`src/rtl/qint_pkg.sv`:
```
package qint_pkg;
  localparam int NUM_EV = 11;
  localparam int REG_W  = 16;
  localparam int ADDR_W = 2;

  typedef enum logic [ADDR_W-1:0] {
    A_ENABLE = 2'd0,
    A_FLAGS  = 2'd1,
    A_CLEAR  = 2'd2,
    A_FORCE  = 2'd3
  } reg_sel_e;
endpackage

```
`src/rtl/qint_flag_bank.sv`:
```
module qint_flag_bank #(
  parameter int N = qint_pkg::NUM_EV
) (
  input  logic         clk,
  input  logic         rst,
  input  logic [N-1:0] evt,
  input  logic [N-1:0] frc,
  input  logic [N-1:0] clr,
  output logic [N-1:0] flags
);
  for (genvar i = 0; i < N; i++) begin : g_flag
    logic q;
    always_ff @(posedge clk) begin
      if (rst) q <= 1'b0;
      else if (evt[i] || frc[i]) q <= 1'b1;
      else if (clr[i]) q <= 1'b0;
    end
    assign flags[i] = q;

    // an event or force is never lost to a coincident clear
    p_set_wins_r8: assert property (@(posedge clk) disable iff (rst)
      $past(!rst) && $past(evt[i] || frc[i]) |-> q);
  end
endmodule

```
`src/rtl/qint_pulse_gate.sv`:
```
module qint_pulse_gate (
  input  logic clk,
  input  logic rst,
  input  logic pending,
  input  logic gclr,
  output logic gflag,
  output logic irq_pulse
);
  logic fire;
  assign fire = pending && !gflag;

  always_ff @(posedge clk) begin
    if (rst) begin
      gflag     <= 1'b0;
      irq_pulse <= 1'b0;
    end else begin
      irq_pulse <= fire;
      if (fire) gflag <= 1'b1;
      else if (gclr) gflag <= 1'b0;
    end
  end

  // output is a single-cycle pulse
  p_single_pulse_r4: assert property (@(posedge clk) disable iff (rst)
    irq_pulse |=> !irq_pulse);
  // global flag is latched with the pulse
  p_gflag_with_pulse_r4: assert property (@(posedge clk) disable iff (rst)
    irq_pulse |-> gflag);
  // no pulse unless the gate was open one cycle earlier
  p_gate_blocks_r5: assert property (@(posedge clk) disable iff (rst)
    $past(!rst) && irq_pulse |-> !$past(gflag));
endmodule

```
`src/rtl/qint_reg_port.sv`:
```
module qint_reg_port
  import qint_pkg::*;
#(
  parameter int N = NUM_EV,
  parameter int W = REG_W
) (
  input  logic              clk,
  input  logic              rst,
  input  logic              wr,
  input  logic [ADDR_W-1:0] addr,
  input  logic [W-1:0]      wdata,
  input  logic [N-1:0]      flags,
  input  logic              gflag,
  output logic [N-1:0]      enables,
  output logic [N-1:0]      clr,
  output logic [N-1:0]      frc,
  output logic              gclr,
  output logic [W-1:0]      rdata
);
  logic unused_bits;
  assign unused_bits = ^{wdata[W-1:N+1]};

  logic wr_en, wr_clr, wr_frc;
  assign wr_en  = wr && (reg_sel_e'(addr) == A_ENABLE);
  assign wr_clr = wr && (reg_sel_e'(addr) == A_CLEAR);
  assign wr_frc = wr && (reg_sel_e'(addr) == A_FORCE);

  assign clr  = wr_clr ? wdata[N:1] : '0;
  assign gclr = wr_clr && wdata[0];
  assign frc  = wr_frc ? wdata[N:1] : '0;

  always_ff @(posedge clk) begin
    if (rst) enables <= '0;
    else if (wr_en) enables <= wdata[N:1];
  end

  always_comb begin
    rdata = '0;
    case (reg_sel_e'(addr))
      A_ENABLE: rdata[N:1] = enables;
      A_FLAGS:  rdata[N:0] = {flags, gflag};
      default:  rdata = '0;
    endcase
  end

  // enables change only through an enable write
  p_enable_hold_r3: assert property (@(posedge clk) disable iff (rst)
    $past(!rst) && !$past(wr_en) |-> $stable(enables));
endmodule

```
`src/rtl/qint_aggregator.sv`:
```
module qint_aggregator
  import qint_pkg::*;
(
  input  logic              clk,
  input  logic              rst,
  input  logic [NUM_EV-1:0] evt_i,
  input  logic              reg_wr,
  input  logic [ADDR_W-1:0] reg_addr,
  input  logic [REG_W-1:0]  reg_wdata,
  output logic [REG_W-1:0]  reg_rdata,
  output logic              irq_pulse
);
  logic [NUM_EV-1:0] flags, enables, clr, frc;
  logic gflag, gclr;

  qint_reg_port #(.N(NUM_EV), .W(REG_W)) u_port (
    .clk(clk), .rst(rst), .wr(reg_wr), .addr(reg_addr), .wdata(reg_wdata),
    .flags(flags), .gflag(gflag), .enables(enables), .clr(clr), .frc(frc),
    .gclr(gclr), .rdata(reg_rdata)
  );

  qint_flag_bank #(.N(NUM_EV)) u_flags (
    .clk(clk), .rst(rst), .evt(evt_i), .frc(frc), .clr(clr), .flags(flags)
  );

  qint_pulse_gate u_gate (
    .clk(clk), .rst(rst), .pending(|(flags & enables)), .gclr(gclr),
    .gflag(gflag), .irq_pulse(irq_pulse)
  );

  // a strobe leaves its flag set at the next edge
  p_event_latch_r2: assert property (@(posedge clk) disable iff (rst)
    $past(!rst) && $past(evt_i != '0) |-> ((flags & $past(evt_i)) == $past(evt_i)));
endmodule

```
`config.mk`:
```
export PLATFORM = sky130hd
export DESIGN_NAME = qint_aggregator
export DESIGN_NICKNAME = d
export VERILOG_FILES = /design/src/rtl/qint_pkg.sv /design/src/rtl/qint_flag_bank.sv /design/src/rtl/qint_pulse_gate.sv /design/src/rtl/qint_reg_port.sv /design/src/rtl/qint_aggregator.sv
export SDC_FILE = /design/constraint.sdc
export NUM_CORES = 1
export LEC_CHECK = 0
export BUFFER_PORTS_ARGS = -buffer_cell sky130_fd_sc_hd__buf_2
export CELL_PAD_IN_SITES_DETAIL_PLACEMENT = 1
export CELL_PAD_IN_SITES_GLOBAL_PLACEMENT = 2
export CORE_ASPECT_RATIO = 0.8
export CORE_MARGIN = 4
export CORE_UTILIZATION = 25
export CTS_BUF_LIST = sky130_fd_sc_hd__clkbuf_4
export CTS_CLUSTER_DIAMETER = 150
export DETAILED_ROUTE_END_ITERATION = 8
export PLACE_DENSITY = 0.84
export REMOVE_ABC_BUFFERS = 1
export SYNTH_ARGS = -nofsm -noshare
export SYNTH_HDL_FRONTEND = slang
export SYNTH_SLANG_ARGS = --single-unit
```
`constraint.sdc`:
```
create_clock -name clk -period 1.2 [get_ports clk]
set_clock_uncertainty 0.1 [all_clocks]
set_input_delay 0.24 -clock clk [delete_from_list [all_inputs] [get_ports clk]]
set_output_delay 0.24 -clock clk [all_outputs]
set_load 0.01 [all_outputs]
```
==> results of run 1 <==
==> flip-flops by register name (all words and copies together) (netlist names) <==
register and cells:
u_port.enables 11, u_flags.g_flag.q 11, u_gate.irq_pulse 1, u_gate.gflag 1
==> tightest hold or removal path, delay by kind of cell <==
| family | cells | cell delay [ns] |
|---|---|---|
| compound gates | 1 | 0.05 |
| buf+inv | 2 | 0.13 |
==> where the power goes <==
part | switching [mW] | total (mW) | leakage [nW] | internal [mW]
sequential | 0.0286 | 0.882 | 0.205 | 0.853
combinational | 0.186 | 0.392 | 0.689 | 0.206
clock | 0.220 | 0.337 | 0.0138 | 0.117
==> logic make-up after synthesis <==
group	after synthesis	synth area share [%]
compound gates	18	8.891
buf+inv	26	11.29
flops	24	38.36
mux	33	26.37
other cells	1	0.2994
simple gates	38	14.79
==> layout by cell type, fill, tap and decap left out <==
master	instances
nand3_1	11
a222oi_1	1
inv_1	11
nand4b_1	1
buf_12	2
clkbuf_4	3
inv_2	1
a21oi_1	11
a211oi_1	1
a311oi_2	1
buf_2	39
a22oi_2	1
buf_6	2
dfxtp_2	23
dfxtp_1	1
a22oi_1	3
and4_4	1
nor3b_2	1
nor2_1	23
nor3b_4	1
mux2i_1	33
conb_1	4
buf_4	27
==> stage by stage <==
| step | power, mW | area (sq um) | setup WS, ns |
|---|---|---|---|
| 2_1_floorplan | 1.031 | 1167 | -0.04739 |
| 3_3_place_gp | 1.202 | 1528 | -0.2861 |
| 3_5_place_dp | 1.207 | 1528 | -0.3104 |
| 4_1_cts | 1.618 | 1745 | -0.1601 |
| 5_1_grt | 1.713 | 1773 | -0.2237 |
| 6_report | 1.611 | 1773 | -0.1483 |
==> timing repair <==
item,CTS,global route
resized for setup,28,3
gates cloned,0,0
setup buffers,20,2
pin swaps,4,4
endpoints found under the setup margin,12,14
==> per-layer routing <==
| metal | wire length, microns | up-vias | GRT usage [%] |
|---|---|---|---|
| li1 | - | 595 | - |
| met1 | 1733 | 553 | 15.45 |
| met2 | 1565 | 33 | 17.69 |
| met3 | 184 | 0 | 1.954 |
| met4 | 0 | 0 | 2.044 |
| met5 | 0 | - | 0 |
==> area by class of cell <==
class / instances / area (sq um) / area share [%]
Sequential cell: 24 / 509.2 / 28.72
Timing Repair Buffer: 70 / 460.4 / 25.97
Multi-Input combinational cell: 93 / 660.6 / 37.26
Clock buffer: 3 / 22.52 / 1.270
Tap cell: 60 / 75.07 / 4.234
Inverter: 12 / 45.04 / 2.541
==> worst paths after layout <==
check | from | endpoint | slack [ns] | cells after the start
setup / recovery | u_port.enables[7] | reg_rdata[8] | -0.15 | 3
hold / removal | evt_i[2] | u_flags.g_flag[2].q | 0.04 | 3
setup reg to reg | u_flags.g_flag[3].q | u_gate.gflag | -0.05 | 4
hold reg to reg | u_gate.gflag | u_gate.irq_pulse | 0.34 | 1
==> results.sh, run 1 <==
export IMPL_status="finished, violations left"
export IMPL_violations="negative setup slack"
export IMPL_die_x_microns=87.14
export IMPL_vias=1181
export IMPL_drv_slew=0
export IMPL_wirelength_microns=3483
export IMPL_cp_num_buf_inv=1
export IMPL_ys_seq_area_share_pct=38.36
export IMPL_yosysMostFrequentCell="mux2i_1"
export IMPL_yosys_area_top_type_share_pct=38.36
export IMPL_synth_edf_count=0
export IMPL_diodes=0
export IMPL_dr_pass1_iters=4
export IMPL_drt_initial_drc_count=22
export IMPL_synthDistinctLibCells=19
export IMPL_period_share_pct=112.4
export IMPL_clk_pin_slew_worst_paths_ns=0.12
export IMPL_holdCritPathClass="input port to flop"
export IMPL_cts_hold_buf=0
export IMPL_grt_pass1_wl_microns=5526
export IMPL_ys_warn_count=0
export IMPL_synth_seq_cells=24
export IMPL_crit_family="flip-flops"
export IMPL_syn_inst=140
export IMPL_syn_to_final_growth_pct=41.56
export IMPL_cts_path_max_buffers=2
export IMPL_synth_cell_area_sq_um=1252
export IMPL_fin_crit_ns=1.348
export IMPL_overflow=0
export IMPL_path_class="flop to output port"
export IMPL_hold_viol=0
export IMPL_dpl_hpwl_microns=2357
export IMPL_coreArea_sq_um=4707
export IMPL_fmax_mhz=741.7
export IMPL_layout_cells_non_filler=262
export IMPL_cts_tree="built"
export IMPL_nets=236
export IMPL_grt_usage_pct=10.98
export IMPL_antenna_found_initial=0
export IMPL_ys_top_cells_by_area="dfxtp_1 (38%), mux2i_1 (26%), nor2_1 (6.9%)"
export IMPL_fp_row_count=22
export IMPL_critPathSlowestCell="dfxtp_2"
export IMPL_p_leak_nw=0.9087
export IMPL_postSynthAreaPerCell_sq_um=8.946
export IMPL_drv_cap=0
export IMPL_whs_ns=0.04185
export IMPL_fillers=570
export IMPL_pwr_density_cell_nw_per_um2=908.5
export IMPL_drive_above_1_share_pct=50.50
export IMPL_drcViolationCount=0
export IMPL_grt_max_degree=25
export IMPL_h_tree_depth=1
export IMPL_setup_violations=14
export IMPL_initial_core_util_pct=26.61
export IMPL_ant_nets=0
export IMPL_grt_pass1_vias=1225
export IMPL_max_vdd_ir_drop_mv=0.4498
export IMPL_yosys_area_top_type="dfxtp_1"
export IMPL_crit_path_max_incr_delay_ns=0.37
export IMPL_clk_latency_ns=0.30
export IMPL_die_y_microns=71.31
export IMPL_critPathRequiredTime_ns=0.86
export IMPL_numCtsBuffers=3
export IMPL_setup_slack_ns=-0.1483
export IMPL_cts_sinks=24
export IMPL_io_pins=49
export IMPL_gp_congestion=0.7091
export IMPL_dp_cells=237
export IMPL_cp_start_kind="flop"
export IMPL_postLayoutCoreUtil_pct=37.67
export IMPL_ys_async_sr_fraction_pct=0
export IMPL_die_area_sq_um=6213
export IMPL_cp_arrival_ns=1.01
export IMPL_path_max_fanout=3
export IMPL_wl_per_cell_microns=13.29
export IMPL_rsz0062_at_grt="true"
export IMPL_synth_ff_type="dfxtp_1"
export IMPL_worstPathCellList="mux2i_1, nor2_1, buf_2"
export IMPL_io_buffers=40
export IMPL_viasPerCell=4.508
export IMPL_cp_end_kind="output port"
export IMPL_root_buffer="clkbuf_4"
export IMPL_synth_common_cells="mux2i_1 (33), dfxtp_1 (24), nor2_1 (23)"
export IMPL_fin_tns_setup_ns=-1.363
Note: power is estimated with default switching activity, not from simulation.
==> inputs of run 2 (changes only) <==
SKIP_CTS_REPAIR_TIMING = 1   (was default)
==> run 2 against run 1 <==
Net effect: the run still ends with negative setup slack left; setup slack better by 0.0012 ns; total power decreased by 3.4%; core utilization decreased by 3.1 points; critical path depth stayed put; global-route usage fell by 0.92 points; sequential share of layout area is 2.6 points higher; first-iteration DRC count rose by 50%; critical endpoint is now reg_rdata[0]; highest routed layer is now met4.
==> results.sh, run 2 (synthesis results as in run 1) <==
export IMPL_diodes=0
export IMPL_viasPerCell=4.547
export IMPL_rsz0062_at_grt="true"
export IMPL_die_area_sq_um=6213
export IMPL_dp_cells=237
export IMPL_cts_sinks=24
export IMPL_cp_start_kind="flop"
export IMPL_nets=219
export IMPL_h_tree_depth=1
export IMPL_initial_core_util_pct=26.61
export IMPL_fp_row_count=22
export IMPL_final_common_cell="buf_2"
export IMPL_reg_top3="u_flags.g_flag.q (11), u_port.enables (11)"
export IMPL_postLayoutCoreUtil_pct=34.58
export IMPL_clk_pin_slew_worst_paths_ns=0.12
export IMPL_gp_congestion=0.7091
export IMPL_drv_cap=0
export IMPL_grt_pass1_vias=1081
export IMPL_root_buffer="clkbuf_4"
export IMPL_dpl_hpwl_microns=2357
export IMPL_antenna_found_initial=0
export IMPL_grt_pass1_wl_microns=5009
export IMPL_ant_nets=0
export IMPL_setup_violations=12
export IMPL_mostFrequentLayoutCells="buf_2 (39), mux2i_1 (33), nor2_1 (23), dfxtp_2 (23)"
export IMPL_pwr_density_cell_nw_per_um2=955.5
export IMPL_path_class="flop to output port"
export IMPL_fin_tns_setup_ns=-1.369
export IMPL_layout_cells_non_filler=245
export IMPL_setup_slack_ns=-0.1471
export IMPL_p_leak_nw=0.8157
export IMPL_seq_area_sq_um=509.2
export IMPL_cp_arrival_ns=1.01
export IMPL_drt_initial_drc_count=33
export IMPL_wl_per_cell_microns=12.94
export IMPL_coreArea_sq_um=4707
export IMPL_drcViolationCount=0
export IMPL_multi_input_area_sq_um=646.9
export IMPL_io_pins=49
export IMPL_hold_viol=0
export IMPL_finalPower_mw=1.555
export IMPL_period_share_pct=112.3
export IMPL_fmax_mhz=742.3
export IMPL_dr_pass1_iters=4
export IMPL_cp_end_kind="output port"
export IMPL_fin_crit_ns=1.347
export IMPL_fillers=568
export IMPL_max_vdd_ir_drop_mv=0.4306
export IMPL_cts_path_max_buffers=2
export IMPL_cts_tree="built"
export IMPL_drive_above_1_share_pct=44.32
export IMPL_die_x_microns=87.14
export IMPL_syn_to_final_growth_pct=29.97
export IMPL_numCtsBuffers=3
export IMPL_clk_latency_ns=0.31
export IMPL_holdCritPathClass="input port to flop"
export IMPL_overflow=0
export IMPL_path_max_fanout=3
export IMPL_vias=1114
export IMPL_violations="negative setup slack"
export IMPL_grt_usage_pct=10.05
export IMPL_io_buffers=40
export IMPL_die_y_microns=71.31
export IMPL_grt_max_degree=25
export IMPL_critPathRequiredTime_ns=0.86
export IMPL_drv_slew=0
export IMPL_status="finished, violations left"
export IMPL_wirelength_microns=3170
run 2: critical path, cell delays in order, from the launching register on:
cell     delay (ns)
dfxtp_2        0.36
inv_2          0.05
nor3b_2        0.15
buf_2          0.15
run 2: area by class of cell:
type | instances | area share (%)
repair buffers | 53 | 20.22
clock buffers | 3 | 1.384
multi-input cells | 93 | 39.74
well taps | 60 | 4.612
inverters | 12 | 2.767
flip-flops and latches | 24 | 31.28
run 2: final timing paths:
check,start,end,slack [ns],depth (start not counted)
setup / recovery,u_gate.gflag,reg_rdata[0],-0.15,3
hold / removal,evt_i[3],u_flags.g_flag[3].q,0.04,3
setup reg to reg,u_flags.g_flag[8].q,u_gate.gflag,0,4
hold reg to reg,u_gate.gflag,u_gate.irq_pulse,0.33,1
run 2: routing by layer:
metal | global-route usage (%) | vias to the layer above | wire [microns]
li1 | - | 559 | -
met1 | 14.70 | 525 | 1609
met2 | 15.33 | 28 | 1397
met3 | 1.954 | 2 | 158
met4 | 2.044 | 0 | 4
met5 | 0 | - | 0
run 2: through the flow:
| step | hold WS, ns | setup WS [ns] | area [sq um] |
|---|---|---|---|
| 2_1_floorplan | 0.2091 | -0.04739 | 1167 |
| 3_3_place_gp | 0.3208 | -0.2861 | 1528 |
| 3_5_place_dp | 0.3237 | -0.3104 | 1528 |
| 4_1_cts | 0.04068 | -0.3102 | 1550 |
| 5_1_grt | 0.01903 | -0.2238 | 1628 |
| 6_report | 0.04431 | -0.1471 | 1628 |
run 2: power by group:
part / total (mW) / switching [mW] / leakage [nW] / internal (mW)
clock: 0.340 / 0.223 / 0.0138 / 0.117
sequential: 0.889 / 0.0355 / 0.205 / 0.854
combinational: 0.326 / 0.161 / 0.596 / 0.164
total: 1.56 / 0.420 / 0.816 / 1.14
